**src/rtl/sermem_front.sv**
```systemverilog
module sermem_front #(
  parameter int          SYNC    = 2,
  parameter logic [7:0]  OP_RDSR = 8'h05,
  parameter logic [7:0]  OP_WREN = 8'h06,
  parameter logic [7:0]  OP_WRSR = 8'h01
) (
  input  logic clk,
  input  logic rst_n,
  input  logic cs_n,
  input  logic sck,
  input  logic sdi,
  input  logic hold_n,
  input  logic wp_n,
  input  logic busy,
  output logic sdo,
  output logic sdo_oe
);

  localparam int TOP = SYNC - 1;

  logic [TOP:0] cs_p, sck_p, sdi_p, hold_p, wp_p;

  always_ff @(posedge clk or negedge rst_n) begin
    if (!rst_n) begin
      cs_p   <= '1;
      sck_p  <= '0;
      sdi_p  <= '0;
      hold_p <= '1;
      wp_p   <= '1;
    end else begin
      cs_p   <= {cs_p[TOP-1:0], cs_n};
      sck_p  <= {sck_p[TOP-1:0], sck};
      sdi_p  <= {sdi_p[TOP-1:0], sdi};
      hold_p <= {hold_p[TOP-1:0], hold_n};
      wp_p   <= {wp_p[TOP-1:0], wp_n};
    end
  end

  wire cs_s   = cs_p[TOP];
  wire sck_s  = sck_p[TOP];
  wire sdi_s  = sdi_p[TOP];
  wire hold_s = hold_p[TOP];
  wire wp_s   = wp_p[TOP];

  logic       sck_q, held, cmd_ok, drive, sdo_r, wel, srwd;
  logic [2:0] bit_cnt, oidx;
  logic [7:0] shreg, cmd;
  logic [1:0] bp;

  wire       active = ~cs_s & ~held;
  wire       tick_r = active & sck_s & ~sck_q;
  wire       tick_f = active & ~sck_s & sck_q;
  wire [7:0] nxt    = {shreg[6:0], sdi_s};
  wire [7:0] status = {srwd, 3'b000, bp, wel, busy};
  wire       wr_ok  = wel & ~(srwd & ~wp_s);

  always_ff @(posedge clk or negedge rst_n) begin
    if (!rst_n) begin
      sck_q   <= 1'b0;
      held    <= 1'b0;
      cmd_ok  <= 1'b0;
      drive   <= 1'b0;
      sdo_r   <= 1'b0;
      wel     <= 1'b0;
      srwd    <= 1'b0;
      bp      <= 2'b00;
      bit_cnt <= 3'd0;
      oidx    <= 3'd7;
      shreg   <= 8'h00;
      cmd     <= 8'h00;
    end else begin
      sck_q <= sck_s;
      if (cs_s) begin
        held    <= 1'b0;
        cmd_ok  <= 1'b0;
        drive   <= 1'b0;
        bit_cnt <= 3'd0;
        oidx    <= 3'd7;
        shreg   <= 8'h00;
        cmd     <= 8'h00;
      end else begin
        if (!sck_s) held <= ~hold_s;
        if (tick_r) begin
          shreg   <= nxt;
          bit_cnt <= bit_cnt + 3'd1;
          if (bit_cnt == 3'd7) begin
            if (!cmd_ok) begin
              cmd_ok <= 1'b1;
              cmd    <= nxt;
              if (nxt == OP_WREN) wel <= 1'b1;
            end else if (cmd == OP_WRSR && wr_ok) begin
              srwd <= nxt[7];
              bp   <= nxt[3:2];
              wel  <= 1'b0;
            end
          end
        end
        if (tick_f && cmd_ok && cmd == OP_RDSR) begin
          drive <= 1'b1;
          sdo_r <= status[oidx];
          oidx  <= oidx - 3'd1;
        end
      end
    end
  end

  assign sdo    = sdo_r;
  assign sdo_oe = drive & ~held & ~cs_s;

  assert_hold_freeze_R7: assert property (@(posedge clk) disable iff (!rst_n)
    (held && !cs_s) |=> ($stable(bit_cnt) && $stable(shreg) && $stable(oidx)));

  assert_hold_entry_low_R4: assert property (@(posedge clk) disable iff (!rst_n)
    $rose(held) |-> $past(!sck_s));

  assert_hold_exit_low_R6: assert property (@(posedge clk) disable iff (!rst_n)
    $fell(held) |-> ($past(!sck_s) || $past(cs_s)));

  assert_desel_clear_R8: assert property (@(posedge clk) disable iff (!rst_n)
    cs_s |=> (bit_cnt == 3'd0 && !held && !sdo_oe));

  assert_protect_R10: assert property (@(posedge clk) disable iff (!rst_n)
    (srwd && !wp_s) |=> ($stable(srwd) && $stable(bp)));

endmodule

```
**config.mk**
```make
export PLATFORM = sky130hd
export DESIGN_NAME = sermem_front
export DESIGN_NICKNAME = d
export VERILOG_FILES = /design/src/rtl/sermem_front.sv
export SDC_FILE = /design/constraint.sdc
export NUM_CORES = 1
export LEC_CHECK = 0
export ABC_AREA = 1
export CAP_MARGIN = 10
export CELL_PAD_IN_SITES_DETAIL_PLACEMENT = 1
export CELL_PAD_IN_SITES_GLOBAL_PLACEMENT = 1
export CORE_MARGIN = 2
export CORE_UTILIZATION = 40
export CTS_CLUSTER_DIAMETER = 150
export CTS_CLUSTER_SIZE = 14
export DETAILED_ROUTE_END_ITERATION = 10
export GPL_ROUTABILITY_DRIVEN = 1
export PLACE_DENSITY_LB_ADDON = 0.1
export SETUP_SLACK_MARGIN = 0.3
export SYNTH_ARGS = -nofsm -noshare
export SYNTH_HDL_FRONTEND = slang
export SYNTH_SLANG_ARGS = --single-unit
export TNS_END_PERCENT = 5
```
**constraint.sdc**
```tcl
create_clock -name clk -period 3.3 [get_ports clk]
set_input_delay 0.99 -clock clk [delete_from_list [all_inputs] [get_ports clk]]
set_output_delay 0.99 -clock clk [all_outputs]
set_load 0.005 [all_outputs]
```
==> impl_metrics.ini, run 1 <==
[placed_design]
hpwl_um = 2775
dp.cells = 255
gp_congestion = 0.8264
numPortBuffers = 9

[routing]
vias = 1300
drt_iter0_drc = 61
firstDrtPassIters = 4
post_drt_wl_per_cell_um = 14.25
ant_nets = 0
top_layer_used = met4
met3_length_um = 87
viasPerCell = 4.943
wl_met2_um = 1999
drt_wl_total_um = 3748
met1_length_um = 1615
drc = 0

[synth]
synth_area_per_cell_um2 = 8.834
ys_types = 22
synth_top_area_share_pct = 44.35
netlist_area_um2 = 1749
ys.warnings.count = 0
synth_top_area_cell = dfrtp_1
ys_seq_area_share_pct = 57.87
synth_nets = 209
syn_inst = 198
synth_area_leaders = dfrtp_1 44%, dfstp_2 14%, nand2_1 13%
ys_ff_latch = 40

[cts]
cts_sinks = 40
clk-insertion-delay-late_ns = 0.30
numCtsBuffers = 5
clk_pin_slew_ns = 0.08
cts_max_level = 2
clock_path_buffers = 2
post_cts_buffers = 0
cts_hold_buffers = 0
ctsResizeCount = 0
cts_tree = yes
cts_root_buf = clkbuf_8

[critical_path]
r2r_setup_slack_ns = 1.41
critPathCaptureType = primary output
r2r_start = sck_p[1]
start_kind = register
arrival_ns = 1.70
rr_worst_depth = 7
r2r_end = cmd[4]
cp-startpoint = cs_p[1]
worstPathMaxFanout = 18
critPathKind = register to primary output
crit_required_ns = 2.31

[timing]
fin_worst_skew_ns = 0.01145
layout_min_cycle_time_ns = 2.687
slew_headroom_pct = 42.08
finalSetupTns_ns = 0
fmax_mhz = 372.2
finalSetupViolCount = 0
worst_slew_pin_slew_ns = 0.8689
rsz0062_at_grt = no
hold_viol = 0
maxSlewViolCount = 0
finalCritPeriodShare_pct = 81.42

[worst_hold_path]
hp-class = register to register
min_to = cs_p[1]
min_path_cells = 0
hold_start = cs_p[0]

[cells_and_area]
final_cells = 263
num_antenna_cells = 0
final_common_cell = nand2_1
fillers = 509
layout-drive-gt1-share_pct = 11.85
final_cell_mix = 59 x nand2_1, 31 x dfrtp_1, 27 x inv_1
final_nets = 221
syn2layout_area_growth_pct = 13.66

[power_and_ir_drop]
p_per_area_nw_per_um2 = 490.4
peakVddDrop_mv = 0.2575
p_leak_nw = 0.9842

[grt]
grt_max_degree = 41
grt_usage_pct = 17.14
grt_pass1_wl_um = 6451
antenna_found_initial = 0
grt_pass1_vias = 1395
global_route.overflow_total = 0

[flow_run]
cap_violations = 0

[floorplanning]
core_um2 = 4294
die_y_um = 70.13
core.rowCount = 24
start_util_pct = 40.73
die_x_um = 70.13
die_area_um2 = 4918
io_pins = 10

[outcome]
status = complete, no violations
-- sequential cells by signal (all words and copies together) (netlist names), 2 cells and up --
name	cells
bit_cnt	3
bp	2
cmd	8
cs_p	2
hold_p	2
oidx	3
sck_p	2
sdi_p	2
shreg	7
wp_p	2
-- power breakdown --
part / internal (mW) / leakage (nW) / switching (mW)
clock: 0.228 / 0.0583 / 0.175
sequential: 0.508 / 0.509 / 0.0111
combinational: 0.0184 / 0.417 / 0.0342
total: 0.754 / 0.984 / 0.221
-- through the flow --
| step | hold WS, ns | util [%] | power, mW | setup WS [ns] | instance area (um^2) |
|---|---|---|---|---|---|
| floorplan | 0.3312 | - | 0.5549 | 1.367 | 1749 |
| global placement | 0.3331 | 43.59 | 0.5789 | 0.9839 | 1872 |
| detailed placement | 0.3435 | 43.59 | 0.5829 | 0.9388 | 1872 |
| CTS | 0.3604 | 46.30 | 0.9903 | 0.5944 | 1988 |
| global route | 0.3613 | 46.30 | 1.029 | 0.5158 | 1988 |
| finish | 0.3546 | 46.30 | 0.9750 | 0.6132 | 1988 |
-- how the worst max path moves through the flow --
stage,to
floorplan,sdo_oe
global placement,sdo_oe
detailed placement,sdo_oe
CTS,sdo_oe
global route,sdo_oe
finish,sdo_oe
-- worst max-delay path, stage by stage (launching register included) --
cell and delay [ns]:
dfstp_2 0.41, inv_2 0.26, nand2_1 0.12, nor2_1 0.10, clkdlybuf4s50_1 0.50
-- layer usage --
layer,vias to the layer above,track usage (%)
li1,654,-
met1,629,20.87
met2,11,29.95
met3,6,4.329
met4,0,5.128
met5,-,0
-- kinds of logic after synthesis --
kind of cell	synth area share, %
compound gates	4.935
fa+ha+maj	2.146
buf+inv	7.797
flops	57.87
simple gates	27.25
-- cells in the mapped netlist --
cell type	instances
a211oi_1	1
buf_6	1
a21oi_1	1
nand2_1	59
dfrtp_1	31
nor3_1	1
dfstp_2	9
nor2_4	1
nor2_2	2
buf_1	1
nand3_1	15
inv_1	27
ha_1	3
o21ai_0	6
nor2_1	16
inv_2	2
buf_2	1
o22ai_1	7
buf_4	1
nor3_4	1
nand2_2	1
nand4_1	11
-- area by class of cell --
type,count,area [um^2],area share (%)
sequential,40,1012,50.91
multi-input combinational,125,600.6,30.21
inverter,29,108.9,5.475
timing repair buffer,9,85.08,4.279
clock buffer,5,68.82,3.461
tap,52,65.06,3.272
clock inverter,3,47.55,2.391
(Power assumes the default switching activity.)
==> run 2, diff against run 1 <==
==> constraint.sdc (replaced) <==
create_clock -name clk -period 2.58 [get_ports clk]
set_input_delay 0.774 -clock clk [delete_from_list [all_inputs] [get_ports clk]]
set_output_delay 0.774 -clock clk [all_outputs]
set_load 0.005 [all_outputs]
==> run 2 against run 1 <==
Largest power group unchanged. Power rose by 19%. Combinational power up 36%. First-iteration DRC count is 3.3% lower. Die area is the same. Non-clock buffer count up 1. Sequential cell count did not move. Clock skew fell by 0.0025 ns. Critical path depth stayed put. Register-to-register slack got worse by 0.87 ns. Wire length up 4.1%. Utilization down 0.29 points. Largest cell class unchanged.
==> impl_metrics.ini, run 2 (synthesis results as in run 1) <==
[cells_and_area]
layout-drive-gt1-share_pct = 12.26
num_antenna_cells = 0
multi_input_comb_area_um2 = 600.6
syn2layout_area_growth_pct = 12.95
fillers = 520
seq_area_um2 = 1012
final_common_cell = nand2_1
reg_top3 = cmd x8, shreg x7
final_nets = 222
final_cell_mix = 59 x nand2_1, 31 x dfrtp_1, 27 x inv_1
top_register = cmd
largest_reg_flops = 8
final_cells = 264

[cts]
clock_path_buffers = 2
clk-insertion-delay-late_ns = 0.29
cts_max_level = 2
clk_pin_slew_ns = 0.08
numCtsBuffers = 5
cts_sinks = 40
cts_root_buf = clkbuf_8
cts_tree = yes

[timing]
fin_worst_skew_ns = 0.008990
finalCritPeriodShare_pct = 82.27
finalSetupViolCount = 0
rsz0062_at_grt = no
slew_headroom_pct = 42.03
worst_slew_pin_slew_ns = 0.8696
layout_min_cycle_time_ns = 2.122
fmax_mhz = 471.2
maxSlewViolCount = 0
hold_viol = 0
finalSetupTns_ns = 0

[grt]
global_route.overflow_total = 0
grt_max_degree = 41
grt_usage_pct = 18.14
antenna_found_initial = 0
grt_pass1_vias = 1476
grt_pass1_wl_um = 6886

[critical_path]
r2r_start = cs_p[1]
critPathKind = register to primary output
arrival_ns = 1.35
crit_required_ns = 1.81
critical_path.slowest_cell = dfstp_2
cp-startpoint = cs_p[1]
worstPathMaxFanout = 18
critical_path.cell_chain = inv_6 > nand2_1 > nor2_1 > dlygate4sd2_1
start_kind = register
critPathCaptureType = primary output
critical-path-max-stage-delay_ns = 0.58

[outcome]
status = complete, no violations

[routing]
drt_wl_total_um = 3901
firstDrtPassIters = 4
post_drt_wl_per_cell_um = 14.78
drt_iter0_drc = 59
ant_nets = 0
viasPerCell = 5.152
vias = 1360
drc = 0

[floorplanning]
start_util_pct = 40.73
die_x_um = 70.13
io_pins = 10
core_um2 = 4294
die_area_um2 = 4918
die_y_um = 70.13
core.rowCount = 24

[power_and_ir_drop]
p_leak_nw = 0.9868
peakVddDrop_mv = 0.3061
p_per_area_nw_per_um2 = 586.2

[placed_design]
gp_congestion = 0.7869
numPortBuffers = 9
dp.cells = 255
hpwl_um = 2925

[worst_hold_path]
hold_start = sdi_p[0]
hp-class = register to register

[flow_run]
cap_violations = 0
==> run 2: cell types whose count changed in the layout (fill, tap and decap cells not counted) <==
cell / previous run / this run
inv_6: 0 / 1
bufinv_16: 1 / 0
dlygate4sd2_1: 0 / 1
clkbuf_8: 5 / 6
clkinv_2: 0 / 2
buf_4: 0 / 1
inv_2: 2 / 1
clkinv_4: 2 / 0
clkdlybuf4s50_1: 8 / 7
==> run 2: worst max-delay path, delay by kind of cell (launching register included) <==
kind                   cells  cell delay, ns
AND/OR/NAND/NOR            2            0.14
flip-flops                 1            0.58
buffers and inverters      2            0.34
==> run 2: final cells by class <==
| type | count | area share [%] |
|---|---|---|
| repair buffers | 10 | 4.623 |
| clock inverters | 2 | 0.5067 |
| well taps | 52 | 3.293 |
| inverters | 29 | 5.763 |
| clock buffers | 6 | 4.180 |
| multi-input cells | 125 | 30.40 |
| flip-flops and latches | 40 | 51.24 |
==> run 2: layer usage <==
layer	global-route usage, %	routed length [um]	vias up	part of all wire, %
met5	0	0	-	0
met1	21.19	1669	681	43
met4	6.410	87	0	2.2
li1	-	-	656	-
met2	32.06	2041	15	52
met3	4.762	103	8	2.6
==> run 2: power breakdown <==
group          switching, mW  internal, mW  leakage, nW
Clock                  0.209         0.213       0.0510
Sequential            0.0140         0.650        0.509
Combinational         0.0467        0.0251        0.427
Total                  0.269         0.889        0.987
==> run 2: through the flow <==
stage	util [%]	instance area [um^2]	hold slack, ns	power, mW	setup WS (ns)
2_1_floorplan	-	1749	0.3312	0.7097	0.8630
3_3_place_gp	43.59	1872	0.3329	0.7413	0.4779
3_5_place_dp	43.59	1872	0.3379	0.7467	0.4001
4_1_cts	46.01	1976	0.3553	1.175	0.4456
5_1_grt	46.01	1976	0.3627	1.221	0.3853
6_report	46.01	1976	0.3530	1.158	0.4575
==> run 2: path summary, 6_finish.rpt <==
check / endpoint / slack (ns) / cells after the start
max in group asynchronous: shreg[6] / 1.43 / 1
min reg2reg: sdi_p[1] / 0.35 / 0
max reg2reg: cmd[4] / 0.54 / 7
min in group asynchronous: held / 0.59 / 1
min: sdi_p[1] / 0.35 / 0
max: sdo_oe / 0.46 / 4
==> run 2: timing repair <==
item                                   4_1_cts  5_1_grt
hold buffers                                 0        0
setup endpoints to repair                    1        0
buffers inserted                             1        0
resized for setup                            3        0
endpoints found under the hold margin        0        0
==> run 3, diff against run 2 <==
==> constraint.sdc (replaced) <==
create_clock -name clk -period 1.85 [get_ports clk]
set_input_delay 0.555 -clock clk [delete_from_list [all_inputs] [get_ports clk]]
set_output_delay 0.555 -clock clk [all_outputs]
set_load 0.005 [all_outputs]
==> run 3 against run 2 <==
Critical path depth unchanged. Register-to-register slack worse by 0.19 ns. Count of clock-buffer cells in the layout unchanged. Utilization up 1.4 points.
==> impl_metrics.ini, run 3 (synthesis results as in run 1) <==
[grt]
grt.busiest_layer = met2
antenna_found_initial = 0
grt_max_degree = 41
met3_usage_pct = 5.772
grt_pass1_wl_um = 6368
grt_usage_pct = 16.95
met1_usage_pct = 19.81
global_route.overflow_total = 0
grt_pass1_vias = 1415
gr-usage-met2_pct = 28.57

[critical_path]
start_kind = register
arrival_ns = 1.09
critical-path-max-stage-delay_ns = 0.54
critPathCaptureType = primary output
crit_required_ns = 1.29
critical_path.cell_chain = inv_2 > nand2_2 > nor2_2 > buf_2
critPathKind = register to primary output
worstPathMaxFanout = 2
critical_path.slowest_cell = dfstp_2

[timing]
finalCritPeriodShare_pct = 88.93
layout_min_cycle_time_ns = 1.645
fmax_mhz = 607.8
finalSetupTns_ns = 0
slew_headroom_pct = 67.29
setup_slack_ns = 0.2047
worst_slew_pin_slew_ns = 0.4906
hold_viol = 0
fin_worst_skew_ns = 0.006461
maxSlewViolCount = 0
rsz0062_at_grt = yes
finalSetupViolCount = 0

[routing]
post_drt_wl_per_cell_um = 13.88
vias = 1349
viasPerCell = 5.015
drt_wl_total_um = 3735
ant_nets = 0
drt_iter0_drc = 36
drc = 0
firstDrtPassIters = 4

[cells_and_area]
top_register = cmd
final_nets = 227
largest_reg_flops = 8
final_common_cell = nand2_1
layout-drive-gt1-share_pct = 16.13
reg_top3 = cmd x8, shreg x7
final_util_pct = 47.38
fillers = 509
final_cell_mix = 57 x nand2_1, 31 x dfrtp_1, 27 x inv_1
syn2layout_area_growth_pct = 16.31
num_antenna_cells = 0

[power_and_ir_drop]
p_per_area_nw_per_um2 = 846.9
p_leak_nw = 1.011
power_mw = 1.723
peakVddDrop_mv = 0.3943

[flow_run]
cap_violations = 0

[placed_design]
dp_worst_setup_slack_ns = 0.1913
numPortBuffers = 9
hpwl_um = 2656
gp_congestion = 0.8263

[cts]
cts_sinks = 40
clk-insertion-delay-late_ns = 0.29
cts_hold_buffers = 0
cts_root_buf = clkbuf_8
cts_tree = yes
clock_path_buffers = 2
cts_max_level = 2
clk_pin_slew_ns = 0.07
numCtsBuffers = 5

[floorplanning]
die_area_um2 = 4918
core.rowCount = 24
core_um2 = 4294
die_y_um = 70.13
start_util_pct = 40.73
io_pins = 10
die_x_um = 70.13

[outcome]
status = complete, no violations

[worst_hold_path]
hp-class = input pin to asynchronous set/reset pin
-- run 3: worst max-delay path: cells and delay by family (launching register included) --
kind | cells | cell delay, ns
flops | 1 | 0.54
buf+inv | 2 | 0.16
simple gates | 2 | 0.09
-- run 3: path summary, 6_finish.rpt --
| check | start | to | slack, ns | cells past startpoint |
|---|---|---|---|---|
| worst max-delay path | cs_p[1] | sdo_oe | 0.20 | 4 |
| worst min-delay path | rst_n | held | 0.30 | 2 |
| worst max register to register | cs_p[1] | bp[0] | 0.35 | 8 |
| worst min register to register | sdi_p[0] | sdi_p[1] | 0.35 | 0 |
| max in group asynchronous | rst_n | oidx[0] | 1.17 | 2 |
| min in group clk | sdi_p[0] | sdi_p[1] | 0.35 | 0 |
-- run 3: metal layers --
| metal | share of wire [%] | routed length (um) |
|---|---|---|
| met5 | 0 | 0 |
| met4 | 1.8 | 68 |
| met3 | 3.4 | 128 |
| met2 | 48 | 1805 |
| met1 | 46 | 1733 |
-- run 3: area by class of cell --
type / instances / area (um^2) / share of cell area (%)
clock buffers: 6 / 72.57 / 3.567
clock inverters: 2 / 35.03 / 1.722
inverters: 29 / 108.9 / 5.351
multi-input cells: 125 / 616.8 / 30.32
flip-flops and latches: 40 / 1012 / 49.75
well taps: 52 / 65.06 / 3.198
repair buffers: 15 / 123.9 / 6.089
-- run 3: timing repair --
action | CTS | global route
setup endpoints to repair | 7 | 23
hold endpoints to repair | 0 | 0
resized for setup | 6 | 4
pin swaps | 0 | 0
setup buffers | 0 | 1
-- run 3: power by group --
part | total (mW) | internal [mW] | switching (mW)
Combinational | 0.102 | 0.0385 | 0.0640
Clock | 0.695 | 0.400 | 0.295
Sequential | 0.926 | 0.907 | 0.0187
-- run 3: metrics by stage --
stage / instances / area [um^2] / hold WS, ns
after floorplan: 198 / 1749 / 0.2594
after global placement: 260 / 1909 / 0.3324
after detailed placement: 260 / 1909 / 0.3356
after CTS: 268 / 2013 / 0.3270
after global routing: 269 / 2034 / 0.3480
final: 269 / 2034 / 0.3034
